==> config.mk <==
export PLATFORM = sky130hd
export DESIGN_NAME = fir_da_serial
export DESIGN_NICKNAME = d
export VERILOG_FILES = /design/src/rtl/fir_da_pkg.sv /design/src/rtl/da_psum_rom.sv /design/src/rtl/da_tap_line.sv /design/src/rtl/da_shift_acc.sv /design/src/rtl/fir_da_serial.sv
export SDC_FILE = /design/constraint.sdc
export NUM_CORES = 1
export LEC_CHECK = 0
export BUFFER_PORTS_ARGS = -buffer_cell sky130_fd_sc_hd__clkbuf_2
export CAP_MARGIN = 20
export CORE_ASPECT_RATIO = 1.4
export CORE_MARGIN = 2
export CORE_UTILIZATION = 35
export CTS_CLUSTER_SIZE = 24
export DETAILED_ROUTE_END_ITERATION = 12
export PLACE_DENSITY_LB_ADDON = 0.1
export SETUP_SLACK_MARGIN = 0.2
export SLEW_MARGIN = 40
export SYNTH_ARGS = -nofsm -noshare
export SYNTH_HDL_FRONTEND = slang
export SYNTH_HIERARCHICAL = 1
export SYNTH_SLANG_ARGS = --single-unit
==> constraint.sdc <==
create_clock -name clk -period 4.9 [get_ports clk]
set_input_delay 1.47 -clock clk [delete_from_list [all_inputs] [get_ports clk]]
set_output_delay 1.47 -clock clk [all_outputs]
set_load 0.01 [all_outputs]
==> src/rtl/fir_da_pkg.sv <==
package fir_da_pkg;

    localparam int MAXCB    = 512;
    localparam int DEF_DW   = 8;
    localparam int DEF_CW   = 8;
    localparam int DEF_TAPS = 4;
    // tap3..tap0 = -128, 127, -91, 37
    localparam logic [DEF_TAPS*DEF_CW-1:0] DEF_COEFS = {8'h80, 8'h7F, 8'hA5, 8'h25};

    typedef enum logic {ST_IDLE = 1'b0, ST_RUN = 1'b1} run_state_e;

    typedef struct packed {
        logic accept;
        logic last_grp;
    } step_ctl_t;

    function automatic int coef_at(input logic [MAXCB-1:0] flat, input int cw, input int t);
        int v;
        v = 0;
        for (int b = 0; b < cw; b++)
            if (flat[t*cw+b]) v += (b == cw-1) ? -(1 << b) : (1 << b);
        return v;
    endfunction

    function automatic int table_entry(input logic [MAXCB-1:0] flat, input int cw,
                                       input int taps, input int k);
        int s;
        s = 0;
        for (int t = 0; t < taps; t++)
            if (((k >> t) & 1) == 1) s += coef_at(flat, cw, t);
        return s;
    endfunction

endpackage

==> src/rtl/da_psum_rom.sv <==
module da_psum_rom
    import fir_da_pkg::*;
#(
    parameter int TAPS = 4,
    parameter int CW   = 8,
    parameter int PW   = 10,
    parameter logic [TAPS*CW-1:0] COEFS = '0
) (
    input  logic [TAPS-1:0]        addr,
    output logic signed [PW-1:0]   psum
);
    localparam int ENTRIES = 1 << TAPS;

    logic signed [PW-1:0] tbl [ENTRIES];

    for (genvar k = 0; k < ENTRIES; k++) begin : g_ent
        assign tbl[k] = PW'(table_entry(MAXCB'(COEFS), CW, TAPS, k));
    end

    assign psum = tbl[addr];
endmodule

==> src/rtl/da_tap_line.sv <==
module da_tap_line #(
    parameter int DW   = 8,
    parameter int TAPS = 4,
    parameter int BPC  = 1,
    parameter int SW   = 3
) (
    input  logic                       clk,
    input  logic                       rst,
    input  logic                       shift,
    input  logic [DW-1:0]              din,
    input  logic [SW-1:0]              grp,
    output logic [BPC-1:0][TAPS-1:0]   slice
);
    localparam int IXW = (DW > 1) ? $clog2(DW) : 1;

    logic [DW-1:0] taps [TAPS];

    always_ff @(posedge clk) begin
        if (rst) begin
            for (int t = 0; t < TAPS; t++) taps[t] <= '0;
        end else if (shift) begin
            taps[0] <= din;
            for (int t = 1; t < TAPS; t++) taps[t] <= taps[t-1];
        end
    end

    for (genvar l = 0; l < BPC; l++) begin : g_lane
        logic [IXW-1:0] bix;
        assign bix = IXW'(int'(grp) * BPC + l);
        always_comb begin
            for (int t = 0; t < TAPS; t++) slice[l][t] = taps[t][bix];
        end
    end


    tap_load_chk: assert property (@(posedge clk) disable iff (rst)
        shift |=> (taps[0] == $past(din)));

    if (TAPS > 1) begin : g_shift_chk

        tap_shift_chk: assert property (@(posedge clk) disable iff (rst)
            shift |=> (taps[1] == $past(taps[0])));
    end
endmodule

==> src/rtl/da_shift_acc.sv <==
module da_shift_acc #(
    parameter int DW  = 8,
    parameter int PW  = 10,
    parameter int BPC = 1,
    parameter int IW  = 20
) (
    input  logic                      clk,
    input  logic                      rst,
    input  logic                      en,
    input  logic                      clr,
    input  logic [BPC-1:0]            neg,
    input  logic [BPC-1:0][PW-1:0]    psums,
    output logic signed [IW-1:0]      acc_next
);
    logic signed [IW-1:0] acc;
    logic signed [IW-1:0] grp_sum;

    always_comb begin
        logic signed [IW-1:0] lane_v;
        grp_sum = '0;
        for (int l = 0; l < BPC; l++) begin
            lane_v = IW'($signed(psums[l]));
            if (neg[l]) lane_v = -lane_v;
            grp_sum = grp_sum + (lane_v <<< l);
        end
        acc_next = (acc >>> BPC) + (grp_sum <<< (DW - BPC));
    end

    always_ff @(posedge clk) begin
        if (rst || clr) acc <= '0;
        else if (en)    acc <= acc_next;
    end


    acc_range_chk: assert property (@(posedge clk) disable iff (rst)
        en |-> (acc_next[IW-1] == acc_next[IW-2]));
endmodule

==> src/rtl/fir_da_serial.sv <==
module fir_da_serial
    import fir_da_pkg::*;
#(
    parameter int DW   = DEF_DW,
    parameter int CW   = DEF_CW,
    parameter int TAPS = DEF_TAPS,
    parameter int BPC  = 1,
    parameter logic [TAPS*CW-1:0] COEFS = DEF_COEFS
) (
    input  logic                                   clk,
    input  logic                                   rst,
    input  logic                                   in_valid,
    output logic                                   in_ready,
    input  logic [DW-1:0]                          in_data,
    output logic                                   out_valid,
    output logic signed [DW+CW+$clog2(TAPS)-1:0]   out_data
);
    localparam int LG    = $clog2(TAPS);
    localparam int AW    = DW + CW + LG;
    localparam int IW    = AW + 2;
    localparam int PW    = CW + LG;
    localparam int STEPS = DW / BPC;
    localparam int SW    = (STEPS > 1) ? $clog2(STEPS) : 1;

    run_state_e                   st;
    logic [SW-1:0]                grp;
    step_ctl_t                    ctl;
    logic [BPC-1:0][TAPS-1:0]     slice;
    logic [BPC-1:0][PW-1:0]       psums;
    logic [BPC-1:0]               neg;
    logic signed [IW-1:0]         acc_next;

    always_comb begin
        ctl.last_grp = (st == ST_RUN) && (grp == SW'(STEPS - 1));
        in_ready     = (st == ST_IDLE) || ctl.last_grp;
        ctl.accept   = in_valid && in_ready;
    end

    always_ff @(posedge clk) begin
        if (rst) begin
            st        <= ST_IDLE;
            grp       <= '0;
            out_valid <= 1'b0;
            out_data  <= '0;
        end else begin
            out_valid <= ctl.last_grp;
            if (ctl.last_grp) out_data <= acc_next[AW-1:0];
            if (ctl.accept) begin
                st  <= ST_RUN;
                grp <= '0;
            end else if (ctl.last_grp) begin
                st <= ST_IDLE;
            end else if (st == ST_RUN) begin
                grp <= grp + 1'b1;
            end
        end
    end

    da_tap_line #(.DW(DW), .TAPS(TAPS), .BPC(BPC), .SW(SW)) u_taps (
        .clk   (clk),
        .rst   (rst),
        .shift (ctl.accept),
        .din   (in_data),
        .grp   (grp),
        .slice (slice)
    );

    for (genvar l = 0; l < BPC; l++) begin : g_lane
        da_psum_rom #(.TAPS(TAPS), .CW(CW), .PW(PW), .COEFS(COEFS)) u_rom (
            .addr (slice[l]),
            .psum (psums[l])
        );
        assign neg[l] = ((int'(grp) * BPC + l) == DW - 1);
    end

    da_shift_acc #(.DW(DW), .PW(PW), .BPC(BPC), .IW(IW)) u_acc (
        .clk      (clk),
        .rst      (rst),
        .en       (st == ST_RUN),
        .clr      (ctl.last_grp),
        .neg      (neg),
        .psums    (psums),
        .acc_next (acc_next)
    );

    int since_acc;
    always_ff @(posedge clk) begin
        if (rst)                                         since_acc <= 0;
        else if (ctl.accept)                             since_acc <= 1;
        else if (since_acc != 0 && since_acc < 2*STEPS)  since_acc <= since_acc + 1;
    end


    latency_chk: assert property (@(posedge clk) disable iff (rst)
        out_valid |-> ($past(since_acc) == STEPS));


    pulse_chk: assert property (@(posedge clk) disable iff (rst)
        out_valid |=> !out_valid);

    if (STEPS > 1) begin : g_ready_chk

        ready_drop_chk: assert property (@(posedge clk) disable iff (rst)
            ctl.accept |=> !in_ready);
    end
endmodule

==> out/qor.yml <==
num_vias: 2792
fill_cells: 1117
final_cell_mix: "52 x nand2_1, 41 x dfxtp_1, 33 x and2_1"
period_needed_ns: 4.44
power_w: 0.00175
dpl.hpwl_mm: 5.97
grt_max_degree: 33
areaGrowthSynthToFinish_pct: 15.8
min_from: "u_acc/acc[1]$_SDFFE_PP0P_"
totalWireLength_mm: 8.35
setup-violations-final: 0
antenna_left: 0
cts.sinks: 74
io_buffer_count: 30
slew_headroom_pct: 50.8
path_class: "reg -> reg"
startpoint_type: "register"
syn_avg_cell_area_um2: 10.5
hold_depth: 2
crit_chain: "buf_4 > mux4_1 > mux2_4 > inv_2 > ha_4 > nand2b_1 > o21ai_0 > or4_4 > or2_4 > nand2_1 > xnor2_1 > ha_1 > and3_4 > a221oi_2 > inv_1 > a31oi_2 > nor4_1 > a311o_1"
multi_input_comb_area_um2: 2100
hold_viol_final: 0
finalMaxSlewViolations: 0
fmax_mhz: 225
dieWidth_um: 95.2
cts_inserted_buffers: 9
cts.htree.levels: 3
grt_pass1_vias: 2749
tritoncts: "yes"
r2r-start: "grp[0]$_SDFFE_PP0P_"
insertion_delay_ns: 0.33
worstPathRequired_ns: 5.12
die_area_um2: 12500
layout_setup_ws_ns: 0.462
max_stage_delay_ns: 0.58
gp_congestion: 0.805
rows: 46
via_per_inst: 4.90
crit_fanout: 5
cts_hold_buf: 0
nets: 454
period_share_pct: 90.6
rsz0062_at_grt: "yes"
dr.pass1.iters: 4
coreArea_um2: 11300
yosys_warnings: 6
grt_pass1_wl_mm: 13.9
overflow: 0
critPathTopFamily: "simple AND/OR/NAND/NOR gates"
die_h_um: 132
final_core_util_pct: 41.6
p_per_area_nw_per_um2: 371
root_buffer: "clkbuf_16"
place_ws_ns: 0.238
ff_latch_area_um2: 1800
p_leak_nw: 1.95
drive_above_1_share_pct: 21.8
hold_class: "reg -> reg"
crit_start: "grp[0]$_SDFFE_PP0P_"
initial_core_util_pct: 36.0
post-route-drc-count: 0
synth_area_um2: 4080
syn_nets: 423
layout_commonest_cell: "nand2_1"
crit_cells: 18
outcome: "finished, final reports clean"
cp.arrival_ns: 4.65
clockBufferDepth: 2
fin_setup_tns_ns: 0
crit_path_top_delay_cell: "or4_4"
r2r_cells: 18
drtIter0Drc: 79
worst_pin_slew_ns: 0.738
synth_cells: 390
antenna_found_initial: 0
grt_util_all_layers_pct: 14.3
peakVddDrop_mv: 0.238
wl_per_cell_um: 14.6
path_buf_inv: 3
io_pins: 31
skew_ns: 0.00669
cts.clk_slew.worst_paths_ns: 0.06
cap_viol_max_count: 0
antenna_cells: 0
end_kind: "register"
power breakdown:
group / internal [W] / switching (W) / leakage (nW)
Clock: 0.000431 / 0.000260 / 0.155
Sequential: 0.000682 / 0.0000203 / 0.688
Combinational: 0.000163 / 0.000198 / 1.11
Total: 0.00127 / 0.000479 / 1.95
worst min-delay path: cells and delay by family (launching register included):
family          cells  cell delay (ns)
simple gates        1             0.05
compound gates      1             0.05
flops               1             0.31
sequential cells by signal, indices dropped and copies added (netlist names):
name         cells
grp              3
out_data        18
out_valid        1
st               1
u_acc/acc       19
u_taps/taps     32
area by class of cell:
cell class	instances	area share, %
Multi-Input combinational cell	279	44.5
Sequential cell	74	38.2
Timing Repair Buffer	47	6.04
Clock buffer	12	5.54
Tap cell	144	3.82
Clock inverter	4	1.03
Inverter	10	0.848
per-stage QoR:
| stage | cell area, um2 | hold WS, ns | instances |
|---|---|---|---|
| after floorplan | 4080 | 0.462 | 390 |
| after global placement | 4330 | 0.445 | 550 |
| after detailed placement | 4330 | 0.446 | 550 |
| after CTS | 4640 | 0.454 | 566 |
| after global routing | 4720 | 0.468 | 570 |
| final | 4720 | 0.450 | 570 |
worst paths after layout:
check                                                   to  slack, ns
worst max-delay path            u_acc/acc[16]$_SDFFE_PP0P_       0.46
worst max register to register  u_acc/acc[16]$_SDFFE_PP0P_       0.46
worst min-delay path              out_data[0]$_SDFFE_PP0P_       0.45
worst min register to register    out_data[0]$_SDFFE_PP0P_       0.45
routing by layer:
metal / track usage (%) / wire length, um / vias to the layer above
met1: 16.6 / 3520 / 1312
li1: - / - / 1426
met4: 5.56 / 162 / 0
met3: 3.44 / 226 / 11
met5: 0 / 0 / -
met2: 24.9 / 4440 / 43
what timing repair did:
action / in CTS / in global routing
buffers inserted: 0 / 4
resized for setup: 0 / 14
endpoints found under the setup margin: 0 / 9
Note: power is estimated with default switching activity, not from simulation.
